File: config.mk
export PLATFORM = sky130hd
export DESIGN_NAME = sdclk_gen
export DESIGN_NICKNAME = d
export VERILOG_FILES = /design/src/rtl/sdclk_pkg.sv /design/src/rtl/sdclk_cfg.sv /design/src/rtl/sdclk_divchain.sv /design/src/rtl/sdclk_outgate.sv /design/src/rtl/sdclk_gen.sv
export SDC_FILE = /design/constraint.sdc
export NUM_CORES = 1
export LEC_CHECK = 0
export BUFFER_PORTS_ARGS = -buffer_cell sky130_fd_sc_hd__buf_2
export CORE_ASPECT_RATIO = 1.75
export CORE_UTILIZATION = 50
export DETAILED_ROUTE_END_ITERATION = 7
export PLACE_DENSITY = 0.7
export SLEW_MARGIN = 10
export SYNTH_ARGS = -nofsm -noshare
export SYNTH_HDL_FRONTEND = slang
export SYNTH_SLANG_ARGS = --single-unit
File: constraint.sdc
create_clock -name clk -period 12.4 [get_ports clk]
set_clock_uncertainty 0.1 [all_clocks]
set_input_delay 1.24 -clock clk [delete_from_list [all_inputs] [get_ports clk]]
set_output_delay 1.24 -clock clk [all_outputs]
set_load 0.005 [all_outputs]
File: src/rtl/sdclk_pkg.sv
package sdclk_pkg;
    // One-cycle events from the divider: internal phase about to go high / low
    typedef struct packed {
        logic rise;
        logic fall;
    } phase_evt_t;
endpackage

File: src/rtl/sdclk_cfg.sv
module sdclk_cfg #(
    parameter int PRE_W = 8,
    parameter int DIV_W = 4
) (
    input  logic             clk,
    input  logic             rst_n,
    input  logic             wr,
    input  logic             wr_en,
    input  logic [PRE_W-1:0] wr_pre,
    input  logic [DIV_W-1:0] wr_div,
    input  logic             gate_open,
    output logic             en,
    output logic [PRE_W-1:0] pre,
    output logic [DIV_W-1:0] div,
    output logic             load
);
    typedef struct packed {
        logic             en;
        logic [PRE_W-1:0] pre;
        logic [DIV_W-1:0] div;
    } cfg_t;

    cfg_t cfg_d, cfg_q;
    logic accept;

    always_comb begin
        cfg_d  = cfg_q;
        accept = wr && !cfg_q.en && !gate_open;
        if (wr) cfg_d.en = wr_en;
        if (accept) begin
            cfg_d.pre = wr_pre;
            cfg_d.div = wr_div;
        end
    end

    always_ff @(posedge clk) begin
        if (!rst_n) begin
            cfg_q.en  <= 1'b0;
            cfg_q.pre <= PRE_W'(1);
            cfg_q.div <= '0;
        end else begin
            cfg_q <= cfg_d;
        end
    end

    assign en   = cfg_q.en;
    assign pre  = cfg_q.pre;
    assign div  = cfg_q.div;
    assign load = accept;

    // writes while enabled or while the gate still drains leave the fields alone
    p_field_lock_r6: assert property (@(posedge clk) disable iff (!rst_n)
        (wr && (cfg_q.en || gate_open)) |=> ($stable(cfg_q.pre) && $stable(cfg_q.div)));
endmodule

File: src/rtl/sdclk_divchain.sv
module sdclk_divchain
    import sdclk_pkg::*;
#(
    parameter int PRE_W = 8,
    parameter int DIV_W = 4
) (
    input  logic             clk,
    input  logic             rst_n,
    input  logic             load,
    input  logic [PRE_W-1:0] pre,
    input  logic [DIV_W-1:0] div,
    output phase_evt_t       evt
);
    typedef struct packed {
        logic [PRE_W-1:0] pre_cnt;
        logic [DIV_W-1:0] div_cnt;
        logic             phase;
    } div_t;

    div_t dv_d, dv_q;
    logic [PRE_W-1:0] half_pre;   // prescale factor / 2 equals the one-hot code
    logic pre_wrap, toggle;

    always_comb begin
        half_pre = ($countones(pre) == 1) ? pre : PRE_W'(1);
        pre_wrap = (dv_q.pre_cnt == half_pre - PRE_W'(1));
        toggle   = pre_wrap && (dv_q.div_cnt == div);
        dv_d     = dv_q;
        if (load) begin
            dv_d = '0;
        end else begin
            dv_d.pre_cnt = pre_wrap ? '0 : dv_q.pre_cnt + 1'b1;
            if (pre_wrap)
                dv_d.div_cnt = (dv_q.div_cnt == div) ? '0 : dv_q.div_cnt + 1'b1;
            if (toggle)
                dv_d.phase = !dv_q.phase;
        end
        evt.rise = toggle && !load && !dv_q.phase;
        evt.fall = toggle && !load &&  dv_q.phase;
    end

    always_ff @(posedge clk) begin
        if (!rst_n) dv_q <= '0;
        else        dv_q <= dv_d;
    end

    // the prescale counter never runs past its selected half factor
    p_pre_bound_r2: assert property (@(posedge clk) disable iff (!rst_n)
        dv_q.pre_cnt < half_pre);
    // the divisor counter never runs past the selected divisor
    p_div_bound_r3: assert property (@(posedge clk) disable iff (!rst_n)
        dv_q.div_cnt <= div);
endmodule

File: src/rtl/sdclk_outgate.sv
module sdclk_outgate
    import sdclk_pkg::*;
#(
    parameter int STABLE_PERIODS = 2
) (
    input  logic       clk,
    input  logic       rst_n,
    input  logic       en,
    input  logic       load,
    input  phase_evt_t evt,
    output logic       sd_clk,
    output logic       clk_off,
    output logic       stable
);
    localparam int SC_W = $clog2(STABLE_PERIODS + 1);

    typedef struct packed {
        logic            gate;
        logic            ck;
        logic [SC_W-1:0] scnt;
        logic            stable;
    } gate_t;

    gate_t g_d, g_q;

    always_comb begin
        g_d = g_q;
        // gate decisions only at the low-to-high point of the internal phase
        if (evt.rise) begin
            g_d.gate = en;
            g_d.ck   = en;
        end else if (evt.fall) begin
            g_d.ck = 1'b0;
        end
        if (load) begin
            g_d.scnt   = '0;
            g_d.stable = 1'b0;
        end else if (evt.fall && (g_q.scnt != SC_W'(STABLE_PERIODS))) begin
            g_d.scnt   = g_q.scnt + 1'b1;
            g_d.stable = (g_q.scnt + 1'b1 == SC_W'(STABLE_PERIODS));
        end
    end

    always_ff @(posedge clk) begin
        if (!rst_n) g_q <= '0;
        else        g_q <= g_d;
    end

    assign sd_clk  = g_q.ck;
    assign clk_off = !g_q.gate;
    assign stable  = g_q.stable;

    // a closed gate always means a low output
    p_off_low_r8: assert property (@(posedge clk) disable iff (!rst_n)
        clk_off |-> !sd_clk);
    // a rising output edge needs the enable in the cycle before
    p_rise_needs_en_r7: assert property (@(posedge clk) disable iff (!rst_n)
        $rose(sd_clk) |-> $past(en));
    // a high pulse only ends on the divider's fall event
    p_high_hold_r7: assert property (@(posedge clk) disable iff (!rst_n)
        (sd_clk && !evt.fall) |=> sd_clk);
    // an applied field write clears the settled flag
    p_reload_clears_r9: assert property (@(posedge clk) disable iff (!rst_n)
        load |=> !stable);
endmodule

File: src/rtl/sdclk_gen.sv
module sdclk_gen
    import sdclk_pkg::*;
#(
    parameter int PRE_W          = 8,
    parameter int DIV_W          = 4,
    parameter int STABLE_PERIODS = 2
) (
    input  logic             clk,
    input  logic             rst_n,
    input  logic             cfg_wr,
    input  logic             cfg_clk_en,
    input  logic [PRE_W-1:0] cfg_pre_sel,
    input  logic [DIV_W-1:0] cfg_div_sel,
    output logic             sd_clk,
    output logic             clk_stable,
    output logic             clk_off
);
    logic             en;
    logic [PRE_W-1:0] pre;
    logic [DIV_W-1:0] div;
    logic             load;
    phase_evt_t       evt;

    sdclk_cfg #(.PRE_W(PRE_W), .DIV_W(DIV_W)) u_cfg (
        .clk       (clk),
        .rst_n     (rst_n),
        .wr        (cfg_wr),
        .wr_en     (cfg_clk_en),
        .wr_pre    (cfg_pre_sel),
        .wr_div    (cfg_div_sel),
        .gate_open (!clk_off),
        .en        (en),
        .pre       (pre),
        .div       (div),
        .load      (load)
    );

    sdclk_divchain #(.PRE_W(PRE_W), .DIV_W(DIV_W)) u_div (
        .clk   (clk),
        .rst_n (rst_n),
        .load  (load),
        .pre   (pre),
        .div   (div),
        .evt   (evt)
    );

    sdclk_outgate #(.STABLE_PERIODS(STABLE_PERIODS)) u_gate (
        .clk     (clk),
        .rst_n   (rst_n),
        .en      (en),
        .load    (load),
        .evt     (evt),
        .sd_clk  (sd_clk),
        .clk_off (clk_off),
        .stable  (clk_stable)
    );
endmodule

Word level (Yosys, flattened, before mapping)
Cells that the tools add are included.
{"block": "op_classes", "reduce_logical": 14, "eq_ne": 5, "bitwise": 1, "n_addsub": 11, "mux": 4}
{"op": "adder 32 bit", "count": 3}
{"op": "== test 32 x 2 -> 1 bit, second input constant", "count": 1}
{"op": "adder 1 x 1 -> 2 bit", "count": 4}
{"op": "adder 8 x 1 -> 8 bit, second input constant", "count": 1}
{"op": "== test 8 bit", "count": 1}
{"op": "2-to-1 mux 8 bit", "count": 1}
{"op": "subtractor 8 x 1 -> 8 bit, second input constant", "count": 1}
{"op": "logical AND 1 bit", "count": 7}
{"op": "adder 4 x 1 -> 4 bit, second input constant", "count": 1}
{"op": "== test 4 bit", "count": 1}
{"op": "zero test 1 bit", "count": 4}
{"op": "2-to-1 mux 4 bit", "count": 1}
{"op": "OR reduction 3 bit", "count": 1}
{"op": "adder 2 x 1 -> 2 bit, second input constant", "count": 1}
{"op": "== test 2 bit, second input constant", "count": 1}
{"op": "2-to-1 mux 1 bit", "count": 2}
{"op": "inequality test 2 bit, second input constant", "count": 1}
{"op": "nonzero test 2 bit", "count": 1}
{"op": "OR reduction 2 bit", "count": 1}
{"op": "inverter 1 bit", "count": 1}
{"block": "word_totals", "input_bits": 16, "word_cells": 45, "output_inout_bits": 3, "ff_bits": 31}

Logic depth before layout (Yosys ltp)
{"block": "depth", "word_depth": 12, "depth_mapped": 18, "ltp_nobuf": 17}

By module
A second synthesis with hierarchy kept.
{"block": "unflattened", "hier_cells": 223, "area_unflattened_um2": 1991.9}
{"module": "sdclk_divchain", "area_per_inst_um2": 1224.9, "cells_each": 143, "seq_area_each_um2": 260.2, "instances": 1}
{"module": "sdclk_cfg", "area_per_inst_um2": 534.3, "cells_each": 55, "seq_area_each_um2": 260.2, "instances": 1}
{"module": "sdclk_outgate", "area_per_inst_um2": 229.0, "cells_each": 24, "seq_area_each_um2": 100.1, "instances": 1}
{"module": "sdclk_gen", "area_per_inst_um2": 3.8, "cells_each": 1, "seq_area_each_um2": 0.0, "instances": 1}

Worst setup path after synthesis
Ideal clock, no wire load.
{"block": "synth_path", "path_type": "flip-flop to flip-flop", "startpoint": "register u_cfg.pre[6] (netlist name)", "endpoint": "register u_gate.g_q[4] in the netlist's numbering", "path_slack_ns": 7.392, "setup_ns": 0.132, "n_path_buf": 1, "path_stages_with_launch": 19, "synth_period_minus_slack_ns": 5.008, "arrival_time_ns": 4.776, "required_time_ns": 12.168, "cell_sequence": "dfxtp_1 ha_1 fa_1 inv_1 fa_1 inv_1 ha_1 fa_1 or4b_4 nor2_1 ha_1 nand4bb_1 a21oi_1 nor3_1 or4_1 nand4bb_1 buf_2 o31ai_1 a21oi_1"}
{"block": "synth_between", "elab_chain_cells": 10}
{"element": "adder 1 x 1 -> 2 bit (not written as such)", "line_no": "sdclk_divchain.sv:25", "text": "half_pre = ($countones(pre) == 1) ? pre : PRE_W'(1);"}
{"element": "adder 32 bit (not written as such) (2 in a row)", "line_no": "sdclk_divchain.sv:25"}
{"element": "== test 32 x 2 -> 1 bit", "line_no": "sdclk_divchain.sv:25"}
{"element": "2-to-1 mux 8 bit *", "line_no": "sdclk_divchain.sv:25"}
{"element": "subtractor 8 x 1 -> 8 bit *", "line_no": "sdclk_divchain.sv:26", "text": "pre_wrap = (dv_q.pre_cnt == half_pre - PRE_W'(1));"}
{"element": "== test 8 bit *", "line_no": "sdclk_divchain.sv:26"}
{"element": "logical AND 1 bit *", "line_no": "sdclk_divchain.sv:27", "text": "toggle = pre_wrap && (dv_q.div_cnt == div);"}
{"element": "logical AND 1 bit * (2 in a row)", "line_no": "sdclk_divchain.sv:38", "text": "evt.rise = toggle && !load && !dv_q.phase;"}
{"element": "to (signal assigned)", "line_no": "sdclk_outgate.sv:46", "text": "else g_q <= g_d;"}
{"element": "to (decl)", "line_no": "sdclk_outgate.sv:24", "text": "gate_t g_d, g_q;"}
Every way passes the cells marked *; elsewhere a longest branch is shown, timed or not.
A chain may end at the register's enable or synchronous reset.

Final worst setup path
{"block": "layout_path", "startpoint": "register u_cfg.pre[4] (netlist name)", "endpoint": "register u_div.dv_q[0] in the netlist's numbering"}
{"block": "layout_between", "elab_chain_cells": 8}
{"element": "adder 1 x 1 -> 2 bit (not written as such)", "line_no": "sdclk_divchain.sv:25"}
{"element": "adder 32 bit (not written as such) (2 in a row)", "line_no": "sdclk_divchain.sv:25"}
{"element": "== test 32 x 2 -> 1 bit", "line_no": "sdclk_divchain.sv:25"}
{"element": "2-to-1 mux 8 bit *", "line_no": "sdclk_divchain.sv:25"}
{"element": "subtractor 8 x 1 -> 8 bit *", "line_no": "sdclk_divchain.sv:26"}
{"element": "== test 8 bit *", "line_no": "sdclk_divchain.sv:26"}
{"element": "logical AND 1 bit *", "line_no": "sdclk_divchain.sv:27"}
{"element": "to (signal assigned)", "line_no": "sdclk_divchain.sv:44", "text": "else dv_q <= dv_d;"}
{"element": "to (decl)", "line_no": "sdclk_divchain.sv:20", "text": "div_t dv_d, dv_q;"}
Marks and branches as above.

==> metrics <==
run status=finished, final reports clean; Final period util=45.99%; Num CTS Buffers=5; area delta synth->final=11.15%; main combinational cell family by area after synthesis=simple AND/OR/NAND/NOR gates; async set or reset register ratio after synthesis=0%; post-synth top area share=33.93%; root buf cell=clkbuf_8; vias=1560; Antenna Nets Post-Route=0; vias in the first global route=1568; CP Cell Sequence=ha_1 > fa_1 > inv_1 > fa_1 > inv_1 > ha_1 > fa_1 > or4b_4 > nor2_1 > ha_1 > nand4bb_1 > a21oi_1 > nor3_1 > or4_1 > nand4bb_1 > or3_1 > a21oi_1; pins over their slew limit=0; fillers=373; PortBufs=18; post-synthesis register bit count=31; antenna violations before repair=0; met1 Use GR=21.71%; Seq/Total Area, Yosys=33.93%; mux cell area share after synthesis=1.642%; total die area=0.003914 mm2; GR Util met2=44.05%; Post-synth EDFFs=0; Post-CTS Hold Buffers=0; synth top area cells=dfxtp_1 (34%), ha_1 (7.5%), nand2_1 (6.6%); Synth Area in Compound Gates=13.47%; reg2reg setup slack=6.70 ns; drt pass-1 iters=4; CP Class=flop to flop; final WL=3.867 mm; nets@finish=265; worst path bufs/invs=2; Synth cell types=45; cell depth of the worst min-delay path=2; CTS Sinks=31; Vias/cell=5.571; setup_tns=0 ns; layout cells sized above 1=13.62%; Syn Area/Cell=8.548 um2; Min-Delay Path Class=flop to flop; routed length per instance=13.81 um; slew margin rel.=62.06%; site row count=28; Util after Layout=59.22%; worst vdd ir=0.0001517 V; slowest stage delay, CP=0.57 ns; post-route cell area=0.002033 mm2; core area=0.003433 mm2; Die H=82.02 um; yosys warns=0; CP Capture Type=flop; largest area contributor in the netlist=dfxtp_1; die width=47.72 um; Initial Utilization=53.28%; initial detailed-routing violation count=24; Cell Pwr Density=169.3 mW/mm2; Synth Net Count=245; Post-Synth Simple-Gate Area=27.02%; Detail Placement HPWL=2.951 mm; post-synthesis cell count=214; grt met3 use=5.714%; Critical-path top delay cell=nand4bb_1; insertion delay to the later sink of the worst-skew pair=0.29 ns; R2R cell count=17; clock tree buffer depth=2; critical path required time=12.51 ns; FMAX=175.4 MHz; num ports=19; largest net degree at the start of global routing=16; CTS H-tree depth=2; number of max-cap violations=0; Final min period=5.703 ns; Critical Path Source Type=flop; Post-CTS Setup Inserts=0; CP arrival=5.81 ns; clock-pin slew on the worst setup and hold paths=0.06 ns; GP Congestion=0.7613; CTS tree=yes; most common cell in the netlist=nand2_1; critical path depth in cells=17; Lkg Pwr=0.8156 nW; Cell Area, Synth=0.001829 mm2; Fin. Hold Viols=0; post-synthesis adder-cell area fraction=11.90%; Post-route DRC=0; Slew @ Worst Pin=0.5659 ns; Top FF cell, synth=dfxtp_1; Antenna diodes=0; CP top delay family=simple AND/OR/NAND/NOR gates; commonest cells in the netlist=nand2_1 (32), dfxtp_1 (31), a21oi_1 (22), inv_1 (13), nor2_1 (12); GRT Overall Usage=23.51%; dpl cell area=0.001952 mm2; global-route wire length before repair=6.458 mm; post-CTS sizing=0; worst-path fanout max=14; Most Used Layer, Global Route=met2; Finish-stage setup viols=0; unrepaired setup endpoints after global routing=false; global route total overflow=0; Synth Area in XOR/XNOR=7.661%
[routing by layer]
metal,vias up,wire (um)
met2,17,2195
li1,793,-
met5,-,0
met1,739,1478
met4,0,114
met3,11,79
[report_power, final]
part,switching (W),internal (W)
clock network,0.0000360,0.0000393
registers,0.0000134,0.000110
logic,0.0000890,0.0000570
[state kept, by name (all words and copies together), names as in the netlist]
name	count
u_gate.sd_clk	1
u_cfg.pre	8
u_div.dv_q	13
u_gate.stable	1
u_cfg.en	1
u_cfg.div	4
u_gate.g_q	3
[kinds of logic after synthesis]
| group | count (synthesis) |
|---|---|
| and+or+nand+nor | 89 |
| AOI/OAI and AO/OA | 41 |
| DFF | 31 |
| buffers and inverters | 19 |
| xor gates and xnor gates | 16 |
| adders and majority gates | 15 |
| muxes | 3 |
[worst min-delay path: stages, from the launching register on]
cell     delay, ns
dfxtp_1       0.32
nand2_1       0.06
a21oi_1       0.05
[layout by cell type, fill, tap and decap left out, types with 4 or more instances in the layout]
cell type	netlist	final
a21oi_1	22	22
buf_2	1	18
clkbuf_8	0	5
dfxtp_1	31	31
fa_1	4	4
ha_1	11	11
inv_1	13	13
nand2_1	32	32
nand3_1	10	10
nor2_1	12	12
nor3_1	5	5
or3_1	4	4
xnor2_1	7	7
xor2_1	9	9
[final cells by class]
class / count / area, um2 / area share, %
Inverter: 13 / 48.80 / 2.400
Multi-Input combinational cell: 164 / 1129 / 55.51
Sequential cell: 31 / 620.6 / 30.52
Timing Repair Buffer: 19 / 97.59 / 4.800
Clock buffer: 7 / 76.32 / 3.754
Clock inverter: 1 / 5.005 / 0.2462
Tap cell: 45 / 56.30 / 2.769
[worst paths after layout]
check | startpoint | end
setup reg to reg | u_cfg.pre[4]$_SDFFE_PN0P_ | u_div.dv_q[0]$_SDFFE_PP0P_
setup / recovery | u_cfg.pre[4]$_SDFFE_PN0P_ | u_div.dv_q[0]$_SDFFE_PP0P_
hold / removal | u_cfg.div[3]$_SDFFE_PN0P_ | u_cfg.div[3]$_SDFFE_PN0P_
hold reg to reg | u_cfg.div[3]$_SDFFE_PN0P_ | u_cfg.div[3]$_SDFFE_PN0P_
[metrics by stage]
step | std cells | hold slack (ns) | power [W] | setup WS (ns)
finish | 280 | 0.3692 | 0.0003443 | 6.697
CTS | 280 | 0.3708 | 0.0003474 | 6.694
global placement | 272 | 0.3421 | 0.0002677 | 6.832
global route | 280 | 0.3954 | 0.0003721 | 6.355
detailed placement | 272 | 0.3619 | 0.0002703 | 6.705
floorplan | 214 | 0.3488 | 0.0002386 | 7.392
Note: power is estimated with default switching activity, not from simulation.
